## config.mk

```make
export PLATFORM = sky130hd
export DESIGN_NAME = adc_serial_reader
export DESIGN_NICKNAME = d
export VERILOG_FILES = /design/src/rtl/adcrd_pkg.sv /design/src/rtl/adcrd_clkdiv.sv /design/src/rtl/adcrd_shifter.sv /design/src/rtl/adcrd_sequencer.sv /design/src/rtl/adc_serial_reader.sv
export SDC_FILE = /design/constraint.sdc
export NUM_CORES = 1
export LEC_CHECK = 0
export BUFFER_PORTS_ARGS = -buffer_cell sky130_fd_sc_hd__buf_2
export CAP_MARGIN = 25
export CORE_MARGIN = 2
export CORE_UTILIZATION = 50
export DETAILED_ROUTE_END_ITERATION = 8
export GPL_TIMING_DRIVEN = 1
export PLACE_DENSITY = 0.75
export SLEW_MARGIN = 10
export SYNTH_ARGS = -nofsm -noshare
export SYNTH_HDL_FRONTEND = slang
export SYNTH_SLANG_ARGS = --single-unit
```

## constraint.sdc

```tcl
create_clock -name clk -period 1.7 [get_ports clk]
set_input_delay 0.17 -clock clk [delete_from_list [all_inputs] [get_ports clk]]
set_output_delay 0.17 -clock clk [all_outputs]
set_load 0.01 [all_outputs]
```

## src/rtl/adcrd_pkg.sv

```systemverilog
// Shared types for the serial ADC read controller.
package adcrd_pkg;
    // Sequencer states, from idle through the conversion, the busy wait and the read.
    typedef enum logic [2:0] {
        ST_IDLE  = 3'd0,
        ST_CONV  = 3'd1,
        ST_BUSY  = 3'd2,
        ST_ALIGN = 3'd3,
        ST_SYNC  = 3'd4,
        ST_SHIFT = 3'd5
    } rd_state_e;
endpackage

```

## src/rtl/adcrd_clkdiv.sv

```systemverilog
// Free-running data clock divider.
// dclk_o toggles once every HALF_DIV system clocks.
// rise_o and fall_o mark the system clock edge at which dclk_o goes high or low.
// Assumes HALF_DIV >= 1.
module adcrd_clkdiv #(
    parameter int HALF_DIV = 2
) (
    input  logic clk,
    input  logic rst_n,
    output logic dclk_o,
    output logic rise_o,
    output logic fall_o
);
    localparam int CW = (HALF_DIV > 1) ? $clog2(HALF_DIV) : 1;
    localparam logic [CW-1:0] LAST = CW'(HALF_DIV - 1);

    logic [CW-1:0] cnt;
    logic          tick;

    assign tick   = (cnt == LAST);
    assign rise_o = tick & ~dclk_o;
    assign fall_o = tick &  dclk_o;

    // Count system clocks and toggle the data clock at the end of each half period.
    always_ff @(posedge clk) begin
        if (!rst_n) begin
            cnt    <= '0;
            dclk_o <= 1'b0;
        end else if (tick) begin
            cnt    <= '0;
            dclk_o <= ~dclk_o;
        end else begin
            cnt    <= cnt + 1'b1;
        end
    end

    // the data clock holds its level between divider ticks.
    assert_dclk_steady_R4: assert property (@(posedge clk) disable iff (!rst_n)
        !tick |=> $stable(dclk_o));
endmodule

```

## src/rtl/adcrd_shifter.sv

```systemverilog
// Serial-to-parallel shifter, MSB first.
// clear_i restarts the bit count. Each sample_i takes one bit.
// done_o pulses for one cycle once DATA_W bits are in word_o.
module adcrd_shifter #(
    parameter int DATA_W = 16
) (
    input  logic              clk,
    input  logic              rst_n,
    input  logic              clear_i,
    input  logic              sample_i,
    input  logic              din_i,
    output logic [DATA_W-1:0] word_o,
    output logic              done_o
);
    localparam int BW = $clog2(DATA_W);
    localparam logic [BW-1:0] LAST_BIT = BW'(DATA_W - 1);

    logic [BW-1:0] bit_cnt;

    // Shift in one bit per sample and flag the final one.
    always_ff @(posedge clk) begin
        if (!rst_n) begin
            word_o  <= '0;
            bit_cnt <= '0;
            done_o  <= 1'b0;
        end else begin
            done_o <= 1'b0;
            if (clear_i) begin
                bit_cnt <= '0;
            end else if (sample_i) begin
                word_o  <= {word_o[DATA_W-2:0], din_i};
                bit_cnt <= bit_cnt + 1'b1;
                if (bit_cnt == LAST_BIT) begin
                    done_o  <= 1'b1;
                    bit_cnt <= '0;
                end
            end
        end
    end

    // a finished word is not sampled again in its done cycle.
    assert_no_sample_on_done_R6: assert property (@(posedge clk) disable iff (!rst_n)
        done_o |-> !sample_i);
endmodule

```

## src/rtl/adcrd_sequencer.sv

```systemverilog
// Conversion and read sequencer.
// Runs idle -> convert pulse -> busy wait -> align to a falling data clock edge
// -> sync search -> shift.
// A timeout or a missing sync ends the cycle with err_o.
// Assumes busy_i and sync_i are already synchronous to clk.
module adcrd_sequencer
    import adcrd_pkg::*;
#(
    parameter int BUSY_TMO = 64,
    parameter int SYNC_WIN = 4
) (
    input  logic clk,
    input  logic rst_n,
    input  logic start_i,
    input  logic busy_i,
    input  logic sync_i,
    input  logic rise_i,
    input  logic fall_i,
    input  logic dclk_i,
    input  logic done_i,
    output logic cs_n_o,
    output logic rc_o,
    output logic clear_o,
    output logic sample_o,
    output logic err_o
);
    localparam int TW = $clog2(BUSY_TMO + 1);
    localparam int WW = (SYNC_WIN > 1) ? $clog2(SYNC_WIN) : 1;
    localparam logic [TW-1:0] TMO_LAST = TW'(BUSY_TMO - 1);
    localparam logic [WW-1:0] WIN_LAST = WW'(SYNC_WIN - 1);

    rd_state_e     state;
    logic [TW-1:0] tmo_cnt;
    logic [WW-1:0] win_cnt;
    logic          seen_low;

    // Decode the converter control lines and the shifter controls from the state.
    always_comb begin
        cs_n_o   = (state == ST_IDLE) || (state == ST_BUSY) || (state == ST_ALIGN);
        rc_o     = (state != ST_CONV);
        clear_o  = (state == ST_SYNC);
        sample_o = (state == ST_SHIFT) && rise_i && !done_i;
    end

    // Move between states and keep the timeout and sync-window counters.
    always_ff @(posedge clk) begin
        if (!rst_n) begin
            state    <= ST_IDLE;
            tmo_cnt  <= '0;
            win_cnt  <= '0;
            seen_low <= 1'b0;
            err_o    <= 1'b0;
        end else begin
            err_o <= 1'b0;
            unique case (state)
                ST_IDLE: if (start_i) state <= ST_CONV;
                ST_CONV: begin
                    state    <= ST_BUSY;
                    tmo_cnt  <= '0;
                    seen_low <= 1'b0;
                end
                ST_BUSY: begin
                    if (seen_low && busy_i) begin
                        state <= ST_ALIGN;
                    end else if (tmo_cnt == TMO_LAST) begin
                        state <= ST_IDLE;
                        err_o <= 1'b1;
                    end else begin
                        tmo_cnt <= tmo_cnt + 1'b1;
                        if (!busy_i) seen_low <= 1'b1;
                    end
                end
                ST_ALIGN: if (fall_i) begin
                    state   <= ST_SYNC;
                    win_cnt <= '0;
                end
                ST_SYNC: if (rise_i) begin
                    if (sync_i) begin
                        state <= ST_SHIFT;
                    end else if (win_cnt == WIN_LAST) begin
                        state <= ST_IDLE;
                        err_o <= 1'b1;
                    end else begin
                        win_cnt <= win_cnt + 1'b1;
                    end
                end
                ST_SHIFT: if (done_i) state <= ST_IDLE;
                default:  state <= ST_IDLE;
            endcase
        end
    end

    // a conversion request only happens with chip select low.
    assert_convert_under_cs_R2: assert property (@(posedge clk) disable iff (!rst_n)
        !rc_o |-> !cs_n_o);
    // the read window opens with the data clock low.
    assert_read_opens_low_R5: assert property (@(posedge clk) disable iff (!rst_n)
        (state == ST_SYNC && $past(state) == ST_ALIGN) |-> !dclk_i);
    // the read window follows a busy high level.
    assert_read_after_busy_R3: assert property (@(posedge clk) disable iff (!rst_n)
        (state == ST_ALIGN && $past(state) == ST_BUSY) |-> $past(busy_i));
endmodule

```

## src/rtl/adc_serial_reader.sv

```systemverilog
// Top level of the serial ADC conversion and read controller.
// Combines the data clock divider, the sequencer and the shifter.
// Registers the result word and the valid strobe.
// Assumes start_i is a single-cycle pulse and that the converter updates sync and data
// after data clock rising edges.
module adc_serial_reader
    import adcrd_pkg::*;
#(
    parameter int DATA_W   = 16,
    parameter int HALF_DIV = 2,
    parameter int BUSY_TMO = 64,
    parameter int SYNC_WIN = 4
) (
    input  logic              clk,
    input  logic              rst_n,
    input  logic              start_i,
    input  logic              busy_i,
    input  logic              sync_i,
    input  logic              sdata_i,
    output logic              cs_n_o,
    output logic              rc_o,
    output logic              dclk_o,
    output logic [DATA_W-1:0] result_o,
    output logic              valid_o,
    output logic              err_o
);
    logic              rise, fall, clear, sample, done;
    logic [DATA_W-1:0] word;

    adcrd_clkdiv #(.HALF_DIV(HALF_DIV)) u_div (
        .clk(clk), .rst_n(rst_n), .dclk_o(dclk_o), .rise_o(rise), .fall_o(fall)
    );

    adcrd_sequencer #(.BUSY_TMO(BUSY_TMO), .SYNC_WIN(SYNC_WIN)) u_seq (
        .clk(clk), .rst_n(rst_n), .start_i(start_i), .busy_i(busy_i), .sync_i(sync_i),
        .rise_i(rise), .fall_i(fall), .dclk_i(dclk_o), .done_i(done),
        .cs_n_o(cs_n_o), .rc_o(rc_o), .clear_o(clear), .sample_o(sample), .err_o(err_o)
    );

    adcrd_shifter #(.DATA_W(DATA_W)) u_shift (
        .clk(clk), .rst_n(rst_n), .clear_i(clear), .sample_i(sample), .din_i(sdata_i),
        .word_o(word), .done_o(done)
    );

    // Capture the finished word and raise the one-cycle valid strobe.
    always_ff @(posedge clk) begin
        if (!rst_n) begin
            result_o <= '0;
            valid_o  <= 1'b0;
        end else begin
            valid_o <= done;
            if (done) result_o <= word;
        end
    end

    // valid lasts one cycle and finds the controller back in idle.
    assert_valid_single_R7: assert property (@(posedge clk) disable iff (!rst_n)
        valid_o |=> !valid_o);
    assert_valid_idle_R7: assert property (@(posedge clk) disable iff (!rst_n)
        valid_o |-> cs_n_o);
    // a cycle never ends with both outcomes.
    assert_one_outcome_R8: assert property (@(posedge clk) disable iff (!rst_n)
        !(valid_o && err_o));
    // an error leaves both converter lines released.
    assert_err_idle_R9: assert property (@(posedge clk) disable iff (!rst_n)
        err_o |-> (cs_n_o && rc_o));
    // the result only changes together with a valid strobe.
    assert_result_held_R7: assert property (@(posedge clk) disable iff (!rst_n)
        !valid_o |-> $stable(result_o));
endmodule

```

==> run_results.csv, run 1 <==
group,metric,value,unit
setup_path,cp_max_fo,6,
final_layout,drive_above_1_share,0.216,
setup_path,worst-r2r-setup-slack,0.09,ns
timing,rsz0062_at_grt,"no",
grt,globalRouteMet3Util,0.0552,
pwr,power_leakage,1.02,nW
clock_tree,cts_tree,"yes",
route,vias_per_cell,5.40,
logic_synthesis,ys_seq_elements,54,
clock_tree,postCtsSetupRepairBufs,0,
floorplan,start_util,0.531,
clock_tree,cts_max_level,2,
final_layout,nFillCells,400,
setup_path,start_kind,"flop",
logic_synthesis,synth_area_per_cell,9.32,um2
pwr,peakVddDrop,780,uV
timing,finalMaxSlewViolations,0,
route,wirelength,4380,um
grt,grt_pass1_vias,1639,
grt,grt_pass1_wl,7510,um
final_layout,nNetsFinal,291,
clock_tree,clock_sinks,54,
setup_path,r2r-end,"u_seq.win_cnt[0]",
grt,grt_antenna_before_repair,0,
setup_path,critPathKind,"flop to output port",
route,post_drt_wl_per_cell,13.1,um
final_layout,n_antenna_cell,0,
grt,grt.busiest_layer,"met2",
setup_path,r2r_start,"u_seq.state[0]",
timing,finalSetupTns,0,ns
setup_path,crit_required,1.53,ns
timing,fmax,0.618,GHz
route,vias,1810,
grt,grt_use_met1,0.239,
timing,relSlewSlack,0.655,
clock_tree,clk_pin_slew,0.09,ns
placement,port_buffers,26,
logic_synthesis,syn_area,2360,um2
floorplan,die_w,72.7,um
grt,grt_max_degree,33,
floorplan,core,4440,um2
grt,use_met2,0.286,
final_layout,multi_input_area,1210,um2
final_layout,fin_area,2750,um2
clock_tree,clock_path_buffers,2,
logic_synthesis,synth_cell_type_count,44,
worst_hold_path,min_path_type,"primary input to flop",
timing,fin_crit_sh,0.952,
timing,setup_viol,0,
floorplan,die_area,5280,um2
logic_synthesis,netlist_instances,253,
job,max_cap_violations,0,
final_layout,area_delta_synth_final,16.4,%
final_layout,final_core_util,0.618,
timing,worst_pin_slew,0.514,ns
final_layout,regArea,1080,um2
floorplan,die_h,72.7,um
timing,period_needed,1.62,ns
grt,grt_overflow,0,
setup_path,crit_arrival,1.45,ns
grt,grt_util_all_layers,0.182,
route,firstDrtPassIters,4,
timing,skew,0.00702,ns
clock_tree,cts_made_buffers,5,
floorplan,floorplan.rows,24,
worst_hold_path,min_path_cells,3,
clock_tree,root_buffer,"clkbuf_8",
route,drt_iter0_drc,128,
logic_synthesis,synth-main-ff-cell,"dfxtp_1",
timing,final-hold-violation-count,0,
worst_hold_path,min_from,"sdata_i",
setup_path,worstRegToRegCells,4,
status,status,"completed",
logic_synthesis,async_flop_share,0,
logic_synthesis,yosys_warnings,0,
placement,gp_congestion,0.768,
worst_hold_path,holdPathEnd,"u_shift.word_o[0]",
pwr,p_per_area,1050,nW/um2
floorplan,pin_count,27,
logic_synthesis,synth_edf_count,0,
placement,dpl_cell_area,2570,um2
route,antenna_left,0,
pwr,finalPower,2.88,mW
route,drc,0,
logic_synthesis,synth_seq_area_share,0.458,
placement,dp_hpwl,2950,um
clock_tree,clk_latency,0.31,ns
setup_path,end_kind,"output port",
logic_synthesis,syn-num-nets,262,
[area by class of cell]
class,count,share of cell area
well taps,52,0.0237
flip-flops and latches,54,0.395
repair buffers,39,0.0830
inverters,3,0.00410
clock buffers,6,0.0301
multi-input cells,179,0.442
clock inverters,2,0.0219
[where the power goes]
part           switching [mW]  internal [mW]
Combinational           0.266          0.238
Sequential             0.0432           1.30
Clock                   0.405          0.628
[Yosys cell counts, drive strengths merged, types with 2 or more instances]
cell	n	share of area
dfxtp	54	0.46
nand2	50	0.080
a21boi	22	0.070
nor2b	21	0.056
mux2i	17	0.072
clkbuf	9	0.014
buf	8	0.021
a21oi	7	0.015
nand3	7	0.015
a2111o	4	0.019
nand3b	4	0.013
nor2	4	0.0064
o2111ai	4	0.015
ha	3	0.016
inv	3	0.0048
nor3	3	0.0064
o21ai	3	0.0064
a211oi	2	0.012
and2	2	0.0053
nand4b	2	0.0074
nor3b	2	0.0085
o21a	2	0.0064
or2	2	0.0053
or3b	2	0.0074
or4	2	0.0064
[metal layers]
| layer | wire [um] | vias up | part of all wire |
|---|---|---|---|
| met5 | 0 | - | 0 |
| met4 | 48 | 0 | 0.011 |
| met3 | 123 | 5 | 0.028 |
| met2 | 2110 | 24 | 0.48 |
| met1 | 2100 | 846 | 0.48 |
| li1 | - | 935 | - |
[flip-flops by register name, summed over array words and instances (netlist names)]
signal	flops
valid_o	1
u_seq.tmo_cnt	7
result_o	16
u_seq.seen_low	1
u_shift.done_o	1
u_shift.word_o	16
u_seq.win_cnt	2
u_div.dclk_o	1
u_div.cnt	1
u_shift.bit_cnt	4
u_seq.state	3
u_seq.err_o	1
[layout by cell type (no fill, tap or decap), types with 6 or more instances in the layout]
master,n
a21boi_0,21
a21oi_1,7
buf_2,26
buf_4,13
clkbuf_8,6
dfxtp_1,51
mux2i_1,17
nand2_1,50
nand3_1,7
nor2b_1,20
[worst max-delay path: stages, from the launching register on]
cell     delay (ns)
dfxtp_1        0.39
or3b_4         0.45
buf_4          0.17
buf_2          0.13
[kinds of logic after synthesis]
kind of cell | Yosys count | share of synthesized area
buffers and inverters | 20 | 0.0398
and+or+nand+nor | 106 | 0.236
AOI/OAI and AO/OA | 52 | 0.174
xor gates and xnor gates | 1 | 0.00371
adders and majority gates | 3 | 0.0159
muxes | 17 | 0.0721
DFF | 54 | 0.458
[how the worst max path moves through the flow]
| stage | start | end | slack, ns | depth (start not counted) |
|---|---|---|---|---|
| after floorplan | u_seq.state[2] | u_seq.tmo_cnt[2] | 0.19 | 5 |
| after global placement | u_seq.state[2] | u_seq.win_cnt[0] | 0.08 | 3 |
| after detailed placement | u_seq.state[2] | u_seq.win_cnt[0] | 0.03 | 3 |
| after CTS | u_seq.state[2] | rc_o | 0.05 | 3 |
| after global routing | u_seq.state[0] | u_seq.state[2] | 0.02 | 5 |
| final | u_seq.state[1] | rc_o | 0.08 | 3 |
[repair_timing]
action                     4_1_cts  5_1_grt
pin swaps                        0        2
hold endpoints to repair         0        0
resized for setup                1        7
hold buffers                     0        0
setup endpoints to repair        1       16
[through the flow]
stage	setup WS (ns)	hold slack (ns)	cells
6_report	0.0809	0.124	335
5_1_grt	0.0178	0.130	335
4_1_cts	0.0536	0.115	335
3_5_place_dp	0.0298	0.454	327
3_3_place_gp	0.0801	0.429	327
2_1_floorplan	0.191	0.315	253
No activity file was read; power rests on OpenSTA's default activity.
==> run 2, diff against run 1 <==
--- a/config.mk
+++ b/config.mk
@@ -15,4 +15,5 @@
 export SLEW_MARGIN = 10
 export SYNTH_ARGS = -nofsm -noshare
 export SYNTH_HDL_FRONTEND = slang
+export SYNTH_HIERARCHICAL = 1
 export SYNTH_SLANG_ARGS = --single-unit
==> run_results.csv, run 2 <==
group,metric,value,unit
floorplan,pin_count,27,
timing,final-hold-violation-count,0,
timing,fin_ws,0.00118,ns
worst_hold_path,min_path_cells,3,
final_layout,final_cells,350,
timing,period_needed,1.70,ns
logic_synthesis,netlist_top_cells_count,"54 x dfxtp_1, 42 x nand2_1, 22 x nor2b_1",
logic_synthesis,yosysTopAreaCellShare,0.447,
clock_tree,clock_path_buffers,2,
final_layout,reg_top3,"result_o x16, u_shift/word_o x16, u_seq/tmo_cnt x7",
final_layout,nNetsFinal,304,
floorplan,die_area,5410,um2
timing,skew,0.0119,ns
clock_tree,cts_tree,"yes",
pwr,finalPower,2.80,mW
setup_path,cp_max_fo,4,
logic_synthesis,synthTopCellsByArea,"dfxtp_1 45%, mux2i_1 7.4%, nand2_1 6.5%, nor2b_1 5.7%, a21boi_2 5.1%",
placement,port_buffers,26,
final_layout,drive_above_1_share,0.338,
logic_synthesis,yosysMostFrequentCell,"dfxtp_1",
route,post_drt_wl_per_cell,12.8,um
clock_tree,root_buffer,"clkbuf_8",
timing,finalSetupTns,0,ns
final_layout,final_cell_mix,"49 x dfxtp_1, 41 x nand2_1, 26 x buf_2, 22 x nor2b_1, 22 x buf_4",
grt,grt_antenna_before_repair,0,
logic_synthesis,synth_cell_type_count,46,
timing,setup_viol,0,
clock_tree,clk_latency,0.32,ns
clock_tree,cts_max_level,2,
floorplan,start_util,0.515,
clock_tree,cts_made_buffers,5,
setup_path,end_kind,"flop",
job,max_cap_violations,0,
logic_synthesis,netlist_instances,249,
logic_synthesis,syn_area,2420,um2
placement,dp_hpwl,2880,um
floorplan,die_h,73.6,um
final_layout,n_antenna_cell,0,
placement,place_inst,334,
floorplan,core,4690,um2
route,vias_per_cell,5.24,
logic_synthesis,synth_area_leader_cell,"dfxtp_1",
pwr,power_leakage,1.10,nW
timing,rsz0062_at_grt,"yes",
setup_path,crit_required,1.95,ns
route,firstDrtPassIters,5,
logic_synthesis,ys_seq_elements,54,
placement,gp_congestion,0.762,
pwr,p_per_area,964,nW/um2
logic_synthesis,synth_area_per_cell,9.71,um2
logic_synthesis,synth_edf_count,0,
route,drt_iter0_drc,86,
setup_path,crit_arrival,1.95,ns
timing,holdWs,0.101,ns
route,drc,0,
pwr,peakVddDrop,487,uV
grt,grt_overflow,0,
setup_path,start_kind,"flop",
logic_synthesis,yosys_warnings,6,
final_layout,area_delta_synth_final,20.2,%
placement,pre_cts_slack,-0.0729,ns
logic_synthesis,async_flop_share,0,
grt,grt_pass1_wl,7330,um
route,vias,1833,
final_layout,layout.cells.most_common,"dfxtp_1",
logic_synthesis,synth_seq_area_share,0.447,
grt,grt_util_all_layers,0.174,
route,wirelength,4490,um
clock_tree,clk_pin_slew,0.10,ns
grt,grt_pass1_vias,1684,
logic_synthesis,synth-main-ff-cell,"dfxtp_1",
status,status,"completed",
grt,grt_max_degree,34,
clock_tree,clock_sinks,54,
timing,finalMaxSlewViolations,0,
timing,worst_pin_slew,0.294,ns
logic_synthesis,syn-num-nets,258,
worst_hold_path,min_path_type,"primary input to flop",
timing,fmax,0.589,GHz
floorplan,die_w,73.6,um
timing,fin_crit_sh,0.999,
timing,relSlewSlack,0.804,
setup_path,critPathKind,"flop to flop",
floorplan,floorplan.rows,25,
route,antenna_left,0,
setup_path,worstRegToRegCells,5,
## run 2: changes by cell type after synthesis, moves of 6 or more
cell / change
nor2_1: +6
nand2_1: -8
clkbuf_1: -6
a21boi_0: -14
a21boi_2: +11
## run 2: per-layer routing
| metal | part of all wire | up-vias | track usage |
|---|---|---|---|
| li1 | - | 938 | - |
| met1 | 0.47 | 863 | 0.222 |
| met2 | 0.49 | 26 | 0.282 |
| met3 | 0.031 | 6 | 0.0466 |
| met4 | 0.015 | 0 | 0.0606 |
| met5 | 0 | - | 0 |
## run 2: path summary, 6_finish.rpt
check | from | to | slack (ns)
min | sdata_i | u_shift/word_o[0] | 0.10
min reg2reg | u_div/cnt | u_div/cnt | 0.47
max reg2reg | u_seq/state[1] | u_seq/tmo_cnt[5] | 0.001
max | u_seq/state[1] | u_seq/tmo_cnt[5] | 0.001
## run 2: logic make-up (layout without fill, tap and decap cells)
kind of cell             after synthesis  in the layout  share of synthesized area
AO/OA/AOI/OAI                         47             48                      0.160
multiplexers                          18             18                     0.0745
buffers and inverters                 17             63                     0.0595
XOR/XNOR                               3              3                     0.0109
flip-flops                            54             54                      0.447
AND/OR/NAND/NOR                      107            107                      0.232
adder cells (fa/ha/maj)                3              3                     0.0155
## run 2: through the flow
step	area, um2	util
CTS	2810	0.599
finish	2910	0.620
global placement	2640	0.563
global route	2910	0.620
floorplan	2430	-
detailed placement	2640	0.563
## run 2: area by class of cell
type	count	area, um2
fillers	390	1780
multi-input cells	179	1290
flip-flops and latches	54	1090
repair buffers	52	349
clock buffers	5	68.8
well taps	54	67.6
clock inverters	3	28.8
inverters	3	11.3
## run 2: repair_timing
action | in CTS | in global routing
resized for setup | 11 | 16
endpoints found under the setup margin | 6 | 13
hold buffers | 0 | 0
gates cloned | 1 | 0
hold endpoints to repair | 0 | 0
pin swaps | 5 | 15
setup buffers | 3 | 4
## run 2: power by group
part,internal [mW],switching (mW),total (mW)
clock,0.306,0.458,0.764
combinational,0.372,0.320,0.692
sequential,1.31,0.0382,1.35
total,1.99,0.816,2.80
## run 2: worst max-delay path, stage by stage, from the launching register on
cell,delay (ns)
dfxtp_2,0.35
buf_6,0.12
or3b_4,0.40
a21boi_4,0.16
or4_4,0.49
a21oi_2,0.13
